===== src/rtl/freqchk_pkg.sv =====
package freqchk_pkg;
  typedef enum logic [1:0] {
    CLS_OK   = 2'd0,
    CLS_SLOW = 2'd1,
    CLS_FAST = 2'd2
  } meas_cls_e;

  typedef enum int unsigned {
    FLG_SLOW = 0,
    FLG_FAST = 1,
    FLG_TMO  = 2
  } flag_idx_e;
endpackage


===== src/rtl/freqchk_ref_ctrl.sv =====
module freqchk_ref_ctrl
  import freqchk_pkg::*;
#(
  parameter int CNT_W       = 16,
  parameter int TIMEOUT_CYC = 8,
  parameter int SKIP_CNT    = 2,
  localparam int TO_W       = $clog2(TIMEOUT_CYC + 1),
  localparam int SKIP_W     = $clog2(SKIP_CNT + 1)
) (
  input  logic             clk_i,
  input  logic             rst_ni,
  input  logic             cfg_we_i,
  input  logic             cfg_en_i,
  input  logic [CNT_W-1:0] cfg_lo_i,
  input  logic [CNT_W-1:0] cfg_hi_i,
  input  logic             cfg_lock_i,
  input  logic [2:0]       clr_i,
  input  logic             done_s_i,
  input  logic [CNT_W-1:0] hold_cnt_i,
  input  logic             hold_ovf_i,
  output logic             mark_tgl_o,
  output logic             ack_tgl_o,
  output logic             en_o,
  output logic [CNT_W-1:0] lo_o,
  output logic [CNT_W-1:0] hi_o,
  output logic             locked_o,
  output logic             meas_valid_o,
  output meas_cls_e        meas_class_o,
  output logic [2:0]       flags_o,
  output logic             alert_o,
  output logic [TO_W-1:0]  to_cnt_o
);
  logic             en_q, en_d, lock_q, lock_d;
  logic [CNT_W-1:0] lo_q, lo_d, hi_q, hi_d;
  logic             mark_q, mark_d, ack_q, ack_d, done_prev_q;
  logic [SKIP_W-1:0] skip_q, skip_d;
  logic [TO_W-1:0]  to_q, to_d;
  logic [2:0]       flg_q, flg_d, evt;
  logic             valid_q, valid_d, alert_q, alert_d;
  meas_cls_e        cls_q, cls_d, grade;
  logic             done_edge, eval;

  assign done_edge = done_s_i ^ done_prev_q;
  assign eval      = en_q && done_edge && (skip_q == '0);

  always_comb begin
    if (hold_ovf_i || (hold_cnt_i > hi_q)) begin
      grade = CLS_FAST;
    end else if (hold_cnt_i < lo_q) begin
      grade = CLS_SLOW;
    end else begin
      grade = CLS_OK;
    end
  end

  always_comb begin
    en_d   = en_q;
    lo_d   = lo_q;
    hi_d   = hi_q;
    lock_d = lock_q | cfg_lock_i;
    if (cfg_we_i && !lock_q) begin
      en_d = cfg_en_i;
      lo_d = cfg_lo_i;
      hi_d = cfg_hi_i;
    end

    mark_d = en_q ? ~mark_q : mark_q;
    ack_d  = done_edge ? done_s_i : ack_q;

    skip_d = skip_q;
    if (!en_q) begin
      skip_d = SKIP_W'(SKIP_CNT);
    end else if (done_edge && (skip_q != '0)) begin
      skip_d = skip_q - SKIP_W'(1);
    end

    evt = 3'b000;
    to_d = to_q;
    if (!en_q || done_edge) begin
      to_d = '0;
    end else if (to_q == TO_W'(TIMEOUT_CYC - 1)) begin
      to_d = '0;
      evt[FLG_TMO] = 1'b1;
    end else begin
      to_d = to_q + TO_W'(1);
    end

    valid_d = eval;
    cls_d   = eval ? grade : cls_q;
    evt[FLG_SLOW] = eval && (grade == CLS_SLOW);
    evt[FLG_FAST] = eval && (grade == CLS_FAST);

    flg_d   = (flg_q & ~clr_i) | evt;
    alert_d = |evt;
  end

  always_ff @(posedge clk_i or negedge rst_ni) begin
    if (!rst_ni) begin
      en_q        <= 1'b0;
      lo_q        <= '0;
      hi_q        <= '1;
      lock_q      <= 1'b0;
      mark_q      <= 1'b0;
      ack_q       <= 1'b0;
      done_prev_q <= 1'b0;
      skip_q      <= SKIP_W'(SKIP_CNT);
      to_q        <= '0;
      flg_q       <= '0;
      valid_q     <= 1'b0;
      cls_q       <= CLS_OK;
      alert_q     <= 1'b0;
    end else begin
      en_q        <= en_d;
      lo_q        <= lo_d;
      hi_q        <= hi_d;
      lock_q      <= lock_d;
      mark_q      <= mark_d;
      ack_q       <= ack_d;
      done_prev_q <= done_s_i;
      skip_q      <= skip_d;
      to_q        <= to_d;
      flg_q       <= flg_d;
      valid_q     <= valid_d;
      cls_q       <= cls_d;
      alert_q     <= alert_d;
    end
  end

  assign mark_tgl_o   = mark_q;
  assign ack_tgl_o    = ack_q;
  assign en_o         = en_q;
  assign lo_o         = lo_q;
  assign hi_o         = hi_q;
  assign locked_o     = lock_q;
  assign meas_valid_o = valid_q;
  assign meas_class_o = cls_q;
  assign flags_o      = flg_q;
  assign alert_o      = alert_q;
  assign to_cnt_o     = to_q;
endmodule


===== config.mk =====
export PLATFORM = sky130hd
export DESIGN_NAME = freqchk_ref_ctrl
export DESIGN_NICKNAME = d
export VERILOG_FILES = /design/src/rtl/freqchk_pkg.sv /design/src/rtl/freqchk_ref_ctrl.sv
export SDC_FILE = /design/constraint.sdc
export NUM_CORES = 1
export LEC_CHECK = 0
export ABC_AREA = 1
export CAP_MARGIN = 20
export CORE_MARGIN = 2
export CORE_UTILIZATION = 35
export DETAILED_ROUTE_END_ITERATION = 12
export PLACE_DENSITY_LB_ADDON = 0.25
export SYNTH_ARGS = -nofsm -noshare
export SYNTH_HDL_FRONTEND = slang
export SYNTH_SLANG_ARGS = --single-unit

===== constraint.sdc =====
create_clock -name clk_i -period 2.7 [get_ports clk_i]
set_input_delay 0.81 -clock clk_i [delete_from_list [all_inputs] [get_ports clk_i]]
set_output_delay 0.81 -clock clk_i [all_outputs]
set_load 0.03 [all_outputs]

==> flow_metrics.env, run 1 <==
export IMPL_run_status="finished, final reports clean"
export IMPL_die_width_um=92.1
export IMPL_synthDistinctLibCells=27
export IMPL_timing_critical_path_slowest_cell_delay_ns=0.72
export IMPL_ctsHtreeMaxLevel=2
export IMPL_max_cap_viol_count=0
export IMPL_yosysMostFrequentCell="sky130_fd_sc_hd__inv_1"
export IMPL_num_fill_cells=736
export IMPL_syn_instance_count=313
export IMPL_num_io_pins=105
export IMPL_timing_reg2reg_worst_path_depth=9
export IMPL_r2r_slack_ns=0.77
export IMPL_drt_wirelength_per_cell_um=12.4
export IMPL_power_w=0.00220
export IMPL_kind_of_end_point_of_the_critical_path="output pin"
export IMPL_post_cts_resized=0
export IMPL_post_synth_top_area_fraction=0.304
export IMPL_final_hold_viol_count=0
export IMPL_slowest_stage="sky130_fd_sc_hd__clkdlybuf4s50_1"
export IMPL_clk_root_buffer_cell="sky130_fd_sc_hd__clkbuf_8"
export IMPL_synth_area_um2=2720
export IMPL_synth_top_cell_by_area="sky130_fd_sc_hd__dfrtp_1"
export IMPL_worstHoldPathType="input port to async pin"
export IMPL_synth_seq_area_share=0.469
export IMPL_die_h_um=92.1
export IMPL_synth_adder_area_share=0.152
export IMPL_synth_top_family_by_area="simple AND/OR/NAND/NOR gates"
export IMPL_tritoncts_num_buffers=5
export IMPL_criticalPathCategory="register to output pin"
export IMPL_setup_violations_final=0
export IMPL_worst_reg2reg_endpoint="flags_o[1]$_DFF_PN0_"
export IMPL_synthesized_area_fraction_occupied_by_and_or_nand_nor_cells=0.180
export IMPL_detail_route_first_pass_iterations=4
export IMPL_crit_path_max_fanout=6
export IMPL_syn_nets=404
export IMPL_path_delay_family="buffers and inverters"
export IMPL_layout_area_overhead_pct=47.2
export IMPL_tightest_pin_transition_ns=0.405
export IMPL_numnets_final=513
export IMPL_slew_violations=0
export IMPL_synth_ff_latch_count=50
export IMPL_power_leakage_nw=2.04
export IMPL_powerDensity_nw_per_um2=551
export IMPL_grtUsageTotal=0.164
export IMPL_synth_compound_area_frac=0.102
export IMPL_peak_ir_drop_on_the_vdd_network_mv=0.229
export IMPL_critical_path_buf_inv_count=1
export IMPL_core_area_um2=7610
export IMPL_maxSlewHeadroom=0.730
export IMPL_start_util=0.357
export IMPL_nature_of_the_critical_path_startpoint="register"
export IMPL_max_clock_skew_ns=0.00607
export IMPL_cts_clk_slew_worst_paths_ns=0.10
export IMPL_first_pass_grt_wire_length_mm=11.0
export IMPL_final_period_minus_worst_setup_slack_ns=2.34
export IMPL_rsz0062_at_grt="false"
export IMPL_synth_enable_flop_cells=0
export IMPL_place_ws_ns=0.0480
export IMPL_crit_chain="clkdlybuf4s50_1"
export IMPL_final_critical_path_share_of_the_clock_period=0.868
export IMPL_ys_top_cells_by_area="sky130_fd_sc_hd__dfrtp_1 30%, sky130_fd_sc_hd__dfstp_2 16%, sky130_fd_sc_hd__ha_1 15%, sky130_fd_sc_hd__a21oi_1 7.7%, sky130_fd_sc_hd__inv_1 7.3%"
export IMPL_die_area_um2=8480
export IMPL_worst_r2r_src="hi_o[11]$_DFFE_PN1P_"
export IMPL_clkSinkCount=50
export IMPL_num_antenna_cells=0
export IMPL_grt_ovfl_total=0
export IMPL_cts_tree="yes"
export IMPL_grt_antenna_before_repair=0
export IMPL_mean_cell_area_of_the_mapped_netlist_um2=8.67
export IMPL_via_per_inst=4.49
export IMPL_yosys_area_share_xor_xnor=0.00645
export IMPL_cts_hold_fix_buffers=0
export IMPL_hpwlAfterDp_mm=5.26
export IMPL_netlist_top_cells_count="53 x sky130_fd_sc_hd__inv_1, 48 x sky130_fd_sc_hd__nand2_1, 46 x sky130_fd_sc_hd__nor2_1, 42 x sky130_fd_sc_hd__a21oi_1"
export IMPL_cp_required_ns=1.89
export IMPL_final_routed_wirelength_mm=6.52
export IMPL_via_count_of_the_first_global_routing_pass=2434
export IMPL_fin_tns_setup_ns=0
export IMPL_rows=32
export IMPL_max_clock_path_buffers=2
export IMPL_place_gp_congestion=0.768
export IMPL_async_reset_ff_frac=1.00
export IMPL_first_iter_violations=57
export IMPL_achievable_frequency_mhz=427
export IMPL_drtAntennaViolNets=0
export IMPL_number_of_warnings_reported_in_the_yosys_synthesis_log=0
export IMPL_post_cts_setup_buffers=0
export IMPL_port_buffer_count=104
export IMPL_final_layout_size_suffix_gt1_frac=0.102
export IMPL_final_setup_worst_slack_ns=0.355
export IMPL_drcViolationCount=0
export IMPL_synth_flop_cell="sky130_fd_sc_hd__dfrtp_1"
export IMPL_vias=2355
export IMPL_clock_insertion_delay_at_the_later_pin_of_the_skew_report_ns=0.30
export IMPL_grt_start_max_net_pins=33
export IMPL_timing_critical_path_arrival_ns=1.53
export IMPL_muxShareOfSynthArea=0.00829
==> metrics by stage <==
| step | std cells | utilization | hold slack [ns] | instance area, um2 |
|---|---|---|---|---|
| floorplan | 313 | - | 0.481 | 2720 |
| global placement | 517 | 0.511 | 0.456 | 3880 |
| detailed placement | 517 | 0.511 | 0.462 | 3880 |
| CTS | 525 | 0.525 | 0.428 | 4000 |
| global route | 525 | 0.525 | 0.444 | 4000 |
| finish | 525 | 0.525 | 0.422 | 4000 |
==> cell type report <==
type / count / area, um2 / area share
clock buffers: 5 / 68.8 / 0.0172
clock inverters: 3 / 43.8 / 0.0110
inverters: 53 / 199 / 0.0498
well taps: 102 / 128 / 0.0319
repair buffers: 108 / 1070 / 0.267
multi-input cells: 204 / 1220 / 0.305
flip-flops and latches: 50 / 1270 / 0.318
==> placed cells by master (no fill, tap or decap), drive strengths merged, types with 2 or more instances in the layout <==
cell             n
o21ai            8
nor2            47
inv             54
clkbuf           5
nand3            9
dfstp           17
a21oi           43
dfrtp           33
mux2             2
clkdlybuf4s50  103
ha              33
nand2           51
buf              5
xor2             2
nand4            2
nor3             2
==> logic make-up (layout without fill, tap and decap cells) <==
group	after synthesis	in the layout
simple gates	114	114
compound gates	53	53
buf+inv	59	169
xor+xnor	2	2
flops	50	50
fa+ha+maj	33	33
mux	2	2
==> how the worst max path moves through the flow <==
stage,endpoint,slack [ns],startpoint,cells past startpoint
floorplan,flags_o[1]$_DFF_PN0_,0.82,hold_cnt_i[7],10
global placement,flags_o[1]$_DFF_PN0_,0.07,hold_cnt_i[11],9
detailed placement,flags_o[1]$_DFF_PN0_,0.05,hold_cnt_i[10],9
CTS,hi_o[14],0.33,hi_o[14]$_DFFE_PN1P_,1
global route,flags_o[1]$_DFF_PN0_,0.23,hold_cnt_i[15],9
finish,en_o,0.36,en_o$_DFFE_PN0P_,1
==> metal layers <==
layer	GRT usage	share of wire	up-vias
met5	0	0	-
met4	0.0460	0.016	0
met3	0.0378	0.056	7
met2	0.297	0.50	62
met1	0.194	0.43	1073
li1	-	-	1213
==> state kept, by name, indices dropped and copies added (netlist names) <==
register	flops
hi_o	16
mark_tgl_o	1
flags_o	3
skip_q	2
locked_o	1
done_prev_q	1
alert_o	1
meas_valid_o	1
meas_class_o	2
lo_o	16
ack_tgl_o	1
en_o	1
to_cnt_o	4
==> power by group <==
part | switching, W | internal, W
registers | 0.0000544 | 0.000867
clock network | 0.000264 | 0.000278
logic | 0.000410 | 0.000328
(Power assumes the default switching activity.)
==> run 2, diff against run 1 <==
Settings changed: HOLD_SLACK_MARGIN set to 0.02, REMOVE_ABC_BUFFERS set to 1.
==> run 2 against run 1 <==
  * Largest power group unchanged
  * Die area unchanged
  * Via count up 0.30%
  * Sequential share of layout area down 0.15 points
  * Critical path depth unchanged
  * First-iteration DRC count up 25%
  * Final area up 0.47%
  * Register-to-register slack better by 0.13 ns
==> flow_metrics.env, run 2 (synthesis results as in run 1) <==
export IMPL_layout_area_overhead_pct=47.9
export IMPL_post_cts_setup_buffers=0
export IMPL_num_antenna_cells=0
export IMPL_via_count_of_the_first_global_routing_pass=2388
export IMPL_cts_tree="yes"
export IMPL_achievable_frequency_mhz=427
export IMPL_kind_of_end_point_of_the_critical_path="output pin"
export IMPL_most_common_layout_cells="103 x sky130_fd_sc_hd__clkdlybuf4s50_1, 53 x sky130_fd_sc_hd__inv_1, 47 x sky130_fd_sc_hd__nand2_1"
export IMPL_grt_ovfl_total=0
export IMPL_final_period_minus_worst_setup_slack_ns=2.34
export IMPL_tritoncts_num_buffers=5
export IMPL_drtAntennaViolNets=0
export IMPL_grtUsageTotal=0.156
export IMPL_final_critical_path_share_of_the_clock_period=0.867
export IMPL_rsz0062_at_grt="false"
export IMPL_port_buffer_count=104
export IMPL_finish_instance_area_um2=4020
export IMPL_slew_violations=0
export IMPL_worstHoldPathType="register to register"
export IMPL_die_h_um=92.1
export IMPL_powerDensity_nw_per_um2=546
export IMPL_peak_ir_drop_on_the_vdd_network_mv=0.281
export IMPL_post_cts_resized=0
export IMPL_max_clock_skew_ns=0.00696
export IMPL_die_area_um2=8480
export IMPL_setup_violations_final=0
export IMPL_first_iter_violations=71
export IMPL_fin_tns_setup_ns=0
export IMPL_multi_input_comb_area_um2=1220
export IMPL_detail_route_first_pass_iterations=4
export IMPL_worst_r2r_src="hi_o[15]$_DFFE_PN1P_"
export IMPL_die_width_um=92.1
export IMPL_clkSinkCount=50
export IMPL_fin_cells=524
export IMPL_r2r_slack_ns=0.90
export IMPL_max_clock_path_buffers=2
export IMPL_dpl_cell_area_um2=3900
export IMPL_worst_reg2reg_endpoint="alert_o$_DFF_PN0_"
export IMPL_place_gp_congestion=0.784
export IMPL_num_fill_cells=739
export IMPL_hpwlAfterDp_mm=5.09
export IMPL_timing_critical_path_arrival_ns=1.53
export IMPL_cts_hold_fix_buffers=0
export IMPL_cp_required_ns=1.89
export IMPL_maxSlewHeadroom=0.621
export IMPL_final_routed_wirelength_mm=6.33
export IMPL_slowest_stage="sky130_fd_sc_hd__clkdlybuf4s50_1"
export IMPL_crit_chain="clkdlybuf4s50_1"
export IMPL_nature_of_the_critical_path_startpoint="register"
export IMPL_drcViolationCount=0
export IMPL_core_area_um2=7610
export IMPL_vias=2362
export IMPL_final_hold_viol_count=0
export IMPL_power_leakage_nw=2.04
export IMPL_grt_start_max_net_pins=38
export IMPL_first_pass_grt_wire_length_mm=10.7
export IMPL_timing_critical_path_slowest_cell_delay_ns=0.69
export IMPL_criticalPathCategory="register to output pin"
export IMPL_grt_antenna_before_repair=0
export IMPL_hold_path_cell_count=1
export IMPL_worstHoldStart="mark_tgl_o$_DFFE_PN0P_"
export IMPL_via_per_inst=4.51
export IMPL_numnets_final=512
export IMPL_start_util=0.357
export IMPL_cts_clk_slew_worst_paths_ns=0.10
export IMPL_hold_path_endpoint="mark_tgl_o$_DFFE_PN0P_"
export IMPL_final_layout_size_suffix_gt1_frac=0.0995
export IMPL_clk_root_buffer_cell="sky130_fd_sc_hd__clkbuf_8"
export IMPL_placed_cells_incl_taps=516
export IMPL_rows=32
export IMPL_regArea_um2=1270
export IMPL_timing_reg2reg_worst_path_depth=9
export IMPL_drt_wirelength_per_cell_um=12.1
export IMPL_path_delay_family="buffers and inverters"
export IMPL_tightest_pin_transition_ns=0.569
export IMPL_critical_path_buf_inv_count=1
export IMPL_ctsHtreeMaxLevel=2
export IMPL_crit_path_max_fanout=2
export IMPL_fin_hold_ws_ns=0.470
export IMPL_layout_cells_most_common="sky130_fd_sc_hd__clkdlybuf4s50_1"
export IMPL_max_cap_viol_count=0
export IMPL_num_io_pins=105
export IMPL_clock_insertion_delay_at_the_later_pin_of_the_skew_report_ns=0.31
export IMPL_run_status="finished, final reports clean"
run 2: cell types whose count changed in the layout (fill, tap and decap cells not counted):
cell,change
sky130_fd_sc_hd__buf_4,-3
sky130_fd_sc_hd__buf_12,+2
sky130_fd_sc_hd__clkinvlp_4,+2
sky130_fd_sc_hd__clkinv_2,-1
sky130_fd_sc_hd__inv_6,-1
run 2: through the flow:
step / setup WS (ns) / power, W / util
2_1_floorplan: 0.339 / 0.00134 / -
3_3_place_gp: 0.230 / 0.00167 / 0.513
3_5_place_dp: 0.184 / 0.00168 / 0.513
4_1_cts: 0.348 / 0.00223 / 0.528
5_1_grt: 0.315 / 0.00233 / 0.528
6_report: 0.360 / 0.00219 / 0.528
run 2: worst max-delay path by stage:
| stage | start | end | slack (ns) | depth (start not counted) |
|---|---|---|---|---|
| global route | hi_o[12]$_DFFE_PN1P_ | hi_o[12] | 0.32 | 1 |
| finish | hi_o[12]$_DFFE_PN1P_ | hi_o[12] | 0.36 | 1 |
| floorplan | cfg_we_i | lo_o[0]$_DFFE_PN0P_ | 0.34 | 2 |
| global placement | hold_cnt_i[15] | flags_o[1]$_DFF_PN0_ | 0.23 | 9 |
| detailed placement | hold_cnt_i[11] | alert_o$_DFF_PN0_ | 0.18 | 9 |
| CTS | hi_o[12]$_DFFE_PN1P_ | hi_o[12] | 0.35 | 1 |
run 2: metal layers:
metal / global-route usage / up-vias / wire (um)
met5: 0 / - / 0
met4: 0.0299 / 0 / 48
met3: 0.0427 / 7 / 414
met2: 0.259 / 71 / 2890
met1: 0.206 / 1074 / 2980
li1: - / 1210 / -
run 2: cell type report:
cell class	count	area share
inverters	53	0.0495
clock buffers	5	0.0171
flip-flops and latches	50	0.317
multi-input cells	204	0.304
repair buffers	107	0.270
clock inverters	3	0.0112
well taps	102	0.0318
run 2: where the power goes:
part	switching, W	internal [W]
combinational	0.000405	0.000329
sequential	0.0000567	0.000867
clock	0.000258	0.000276
total	0.000720	0.00147
==> run 3, diff against run 2 <==
Settings changed: GPL_TIMING_DRIVEN set to 0.
==> run 3 against run 2 <==
  * Sequential share of layout area grew 0.059 points
  * Largest power group unchanged
  * Flip-flop and latch count did not move
  * Die area did not move
  * Global-route usage decreased by 0.35 points
==> flow_metrics.env, run 3 (synthesis results as in run 1) <==
export IMPL_run_status="finished, final reports clean"
export IMPL_final_layout_size_suffix_gt1_frac=0.0974
export IMPL_hold_path_cell_count=1
export IMPL_first_iter_violations=39
export IMPL_tightest_pin_transition_ns=0.562
export IMPL_drtAntennaViolNets=0
export IMPL_crit_path_max_fanout=6
export IMPL_place_ws_ns=0.0368
export IMPL_hold_path_endpoint="mark_tgl_o$_DFFE_PN0P_"
export IMPL_timing_critical_path_arrival_ns=1.54
export IMPL_kind_of_end_point_of_the_critical_path="output pin"
export IMPL_place_gp_congestion=0.739
export IMPL_post_cts_setup_buffers=0
export IMPL_path_delay_family="buffers and inverters"
export IMPL_power_leakage_nw=2.04
export IMPL_first_pass_grt_wire_length_mm=10.5
export IMPL_powerDensity_nw_per_um2=545
export IMPL_via_per_inst=4.43
export IMPL_die_area_um2=8480
export IMPL_die_width_um=92.1
export IMPL_final_routed_wirelength_mm=6.11
export IMPL_peak_ir_drop_on_the_vdd_network_mv=0.264
export IMPL_layout_area_overhead_pct=47.6
export IMPL_power_net_switching_w=0.000714
export IMPL_via_count_of_the_first_global_routing_pass=2381
export IMPL_most_common_layout_cells="103 x sky130_fd_sc_hd__clkdlybuf4s50_1, 53 x sky130_fd_sc_hd__inv_1, 47 x sky130_fd_sc_hd__nand2_1"
export IMPL_fin_tns_setup_ns=0
export IMPL_share_comb_of_total_power=0.335
export IMPL_drt_wirelength_per_cell_um=11.7
export IMPL_nature_of_the_critical_path_startpoint="register"
export IMPL_r2r_slack_ns=0.79
export IMPL_clk_root_buffer_cell="sky130_fd_sc_hd__clkbuf_8"
export IMPL_critical_path_cell_count=1
export IMPL_timing_critical_path_slowest_cell_delay_ns=0.73
export IMPL_core_area_um2=7610
export IMPL_numnets_final=511
export IMPL_final_critical_path_share_of_the_clock_period=0.869
export IMPL_worst_r2r_src="hi_o[15]$_DFFE_PN1P_"
export IMPL_grt_antenna_before_repair=0
export IMPL_detail_route_first_pass_iterations=4
export IMPL_ctsHtreeMaxLevel=2
export IMPL_setup_violations_final=0
export IMPL_clkSinkCount=50
export IMPL_slew_violations=0
export IMPL_worst_reg2reg_endpoint="flags_o[1]$_DFF_PN0_"
export IMPL_max_clock_path_buffers=2
export IMPL_fin_hold_ws_ns=0.485
export IMPL_critical_path_buf_inv_count=1
export IMPL_hpwlAfterDp_mm=5.00
export IMPL_clockPowerShare=0.244
export IMPL_final_setup_worst_slack_ns=0.354
export IMPL_finish_instance_area_um2=4010
export IMPL_vias=2318
export IMPL_final_hold_viol_count=0
export IMPL_timing_reg2reg_worst_path_depth=9
export IMPL_grt_start_max_net_pins=40
export IMPL_worstHoldPathType="register to register"
export IMPL_num_io_pins=105
export IMPL_num_antenna_cells=0
export IMPL_tritoncts_num_buffers=5
export IMPL_drcViolationCount=0
export IMPL_power_w=0.00219
export IMPL_layout_cells_most_common="sky130_fd_sc_hd__clkdlybuf4s50_1"
export IMPL_grtUsageTotal=0.153
export IMPL_pwr_share_seq=0.421
export IMPL_grt_ovfl_total=0
export IMPL_worstHoldStart="mark_tgl_o$_DFFE_PN0P_"
export IMPL_criticalPathCategory="register to output pin"
export IMPL_start_util=0.357
export IMPL_clock_insertion_delay_at_the_later_pin_of_the_skew_report_ns=0.30
export IMPL_die_h_um=92.1
export IMPL_achievable_frequency_mhz=426
export IMPL_rsz0062_at_grt="false"
export IMPL_internal_power_w=0.00147
export IMPL_max_clock_skew_ns=0.00561
export IMPL_final_period_minus_worst_setup_slack_ns=2.35
export IMPL_port_buffer_count=104
export IMPL_cts_clk_slew_worst_paths_ns=0.10
export IMPL_crit_chain="clkdlybuf4s50_1"
export IMPL_post_cts_resized=0
export IMPL_switching_share=0.327
export IMPL_rows=32
export IMPL_cp_required_ns=1.89
export IMPL_dpl_cell_area_um2=3890
export IMPL_max_cap_viol_count=0
export IMPL_slowest_stage="sky130_fd_sc_hd__clkdlybuf4s50_1"
export IMPL_cts_tree="yes"
export IMPL_maxSlewHeadroom=0.626
export IMPL_cts_hold_fix_buffers=0
run 3: metrics by stage:
step / instances / utilization
3_5_place_dp: 515 / 0.512
2_1_floorplan: 307 / -
3_3_place_gp: 513 / 0.507
6_report: 523 / 0.527
5_1_grt: 523 / 0.527
4_1_cts: 523 / 0.527
run 3: routing by layer:
layer	wire length, um	up-vias	global-route usage
met5	0	-	0
met4	51	0	0.0336
met3	395	5	0.0444
met2	2880	68	0.263
met1	2780	1039	0.189
li1	-	1206	-
run 3: final cells by class:
class / count / area [um2]
clock buffer: 5 / 68.8
clock inverter: 3 / 45.0
fill: 731 / 3600
inverter: 53 / 199
multi-input combinational: 204 / 1220
sequential: 50 / 1270
tap: 102 / 128
timing repair buffer: 106 / 1080
run 3: power by group through the flow:
| stage | registers [W] | clock network, W | logic (W) |
|---|---|---|---|
| 3_5_place_dp | 0.000936 | 0 | 0.000742 |
| 3_3_place_gp | 0.000933 | 0 | 0.000726 |
| 5_1_grt | 0.000935 | 0.000589 | 0.000811 |
| 4_1_cts | 0.000922 | 0.000555 | 0.000744 |
| 2_1_floorplan | 0.00110 | 0 | 0.000236 |
| 6_report | 0.000920 | 0.000532 | 0.000733 |
run 3: how the worst max path moves through the flow:
stage | start | to
floorplan | cfg_we_i | lo_o[0]$_DFFE_PN0P_
global placement | rst_ni | to_cnt_o[1]$_DFF_PN0_
detailed placement | hold_cnt_i[15] | flags_o[1]$_DFF_PN0_
CTS | en_o$_DFFE_PN0P_ | en_o
global route | hold_cnt_i[15] | flags_o[1]$_DFF_PN0_
finish | en_o$_DFFE_PN0P_ | en_o
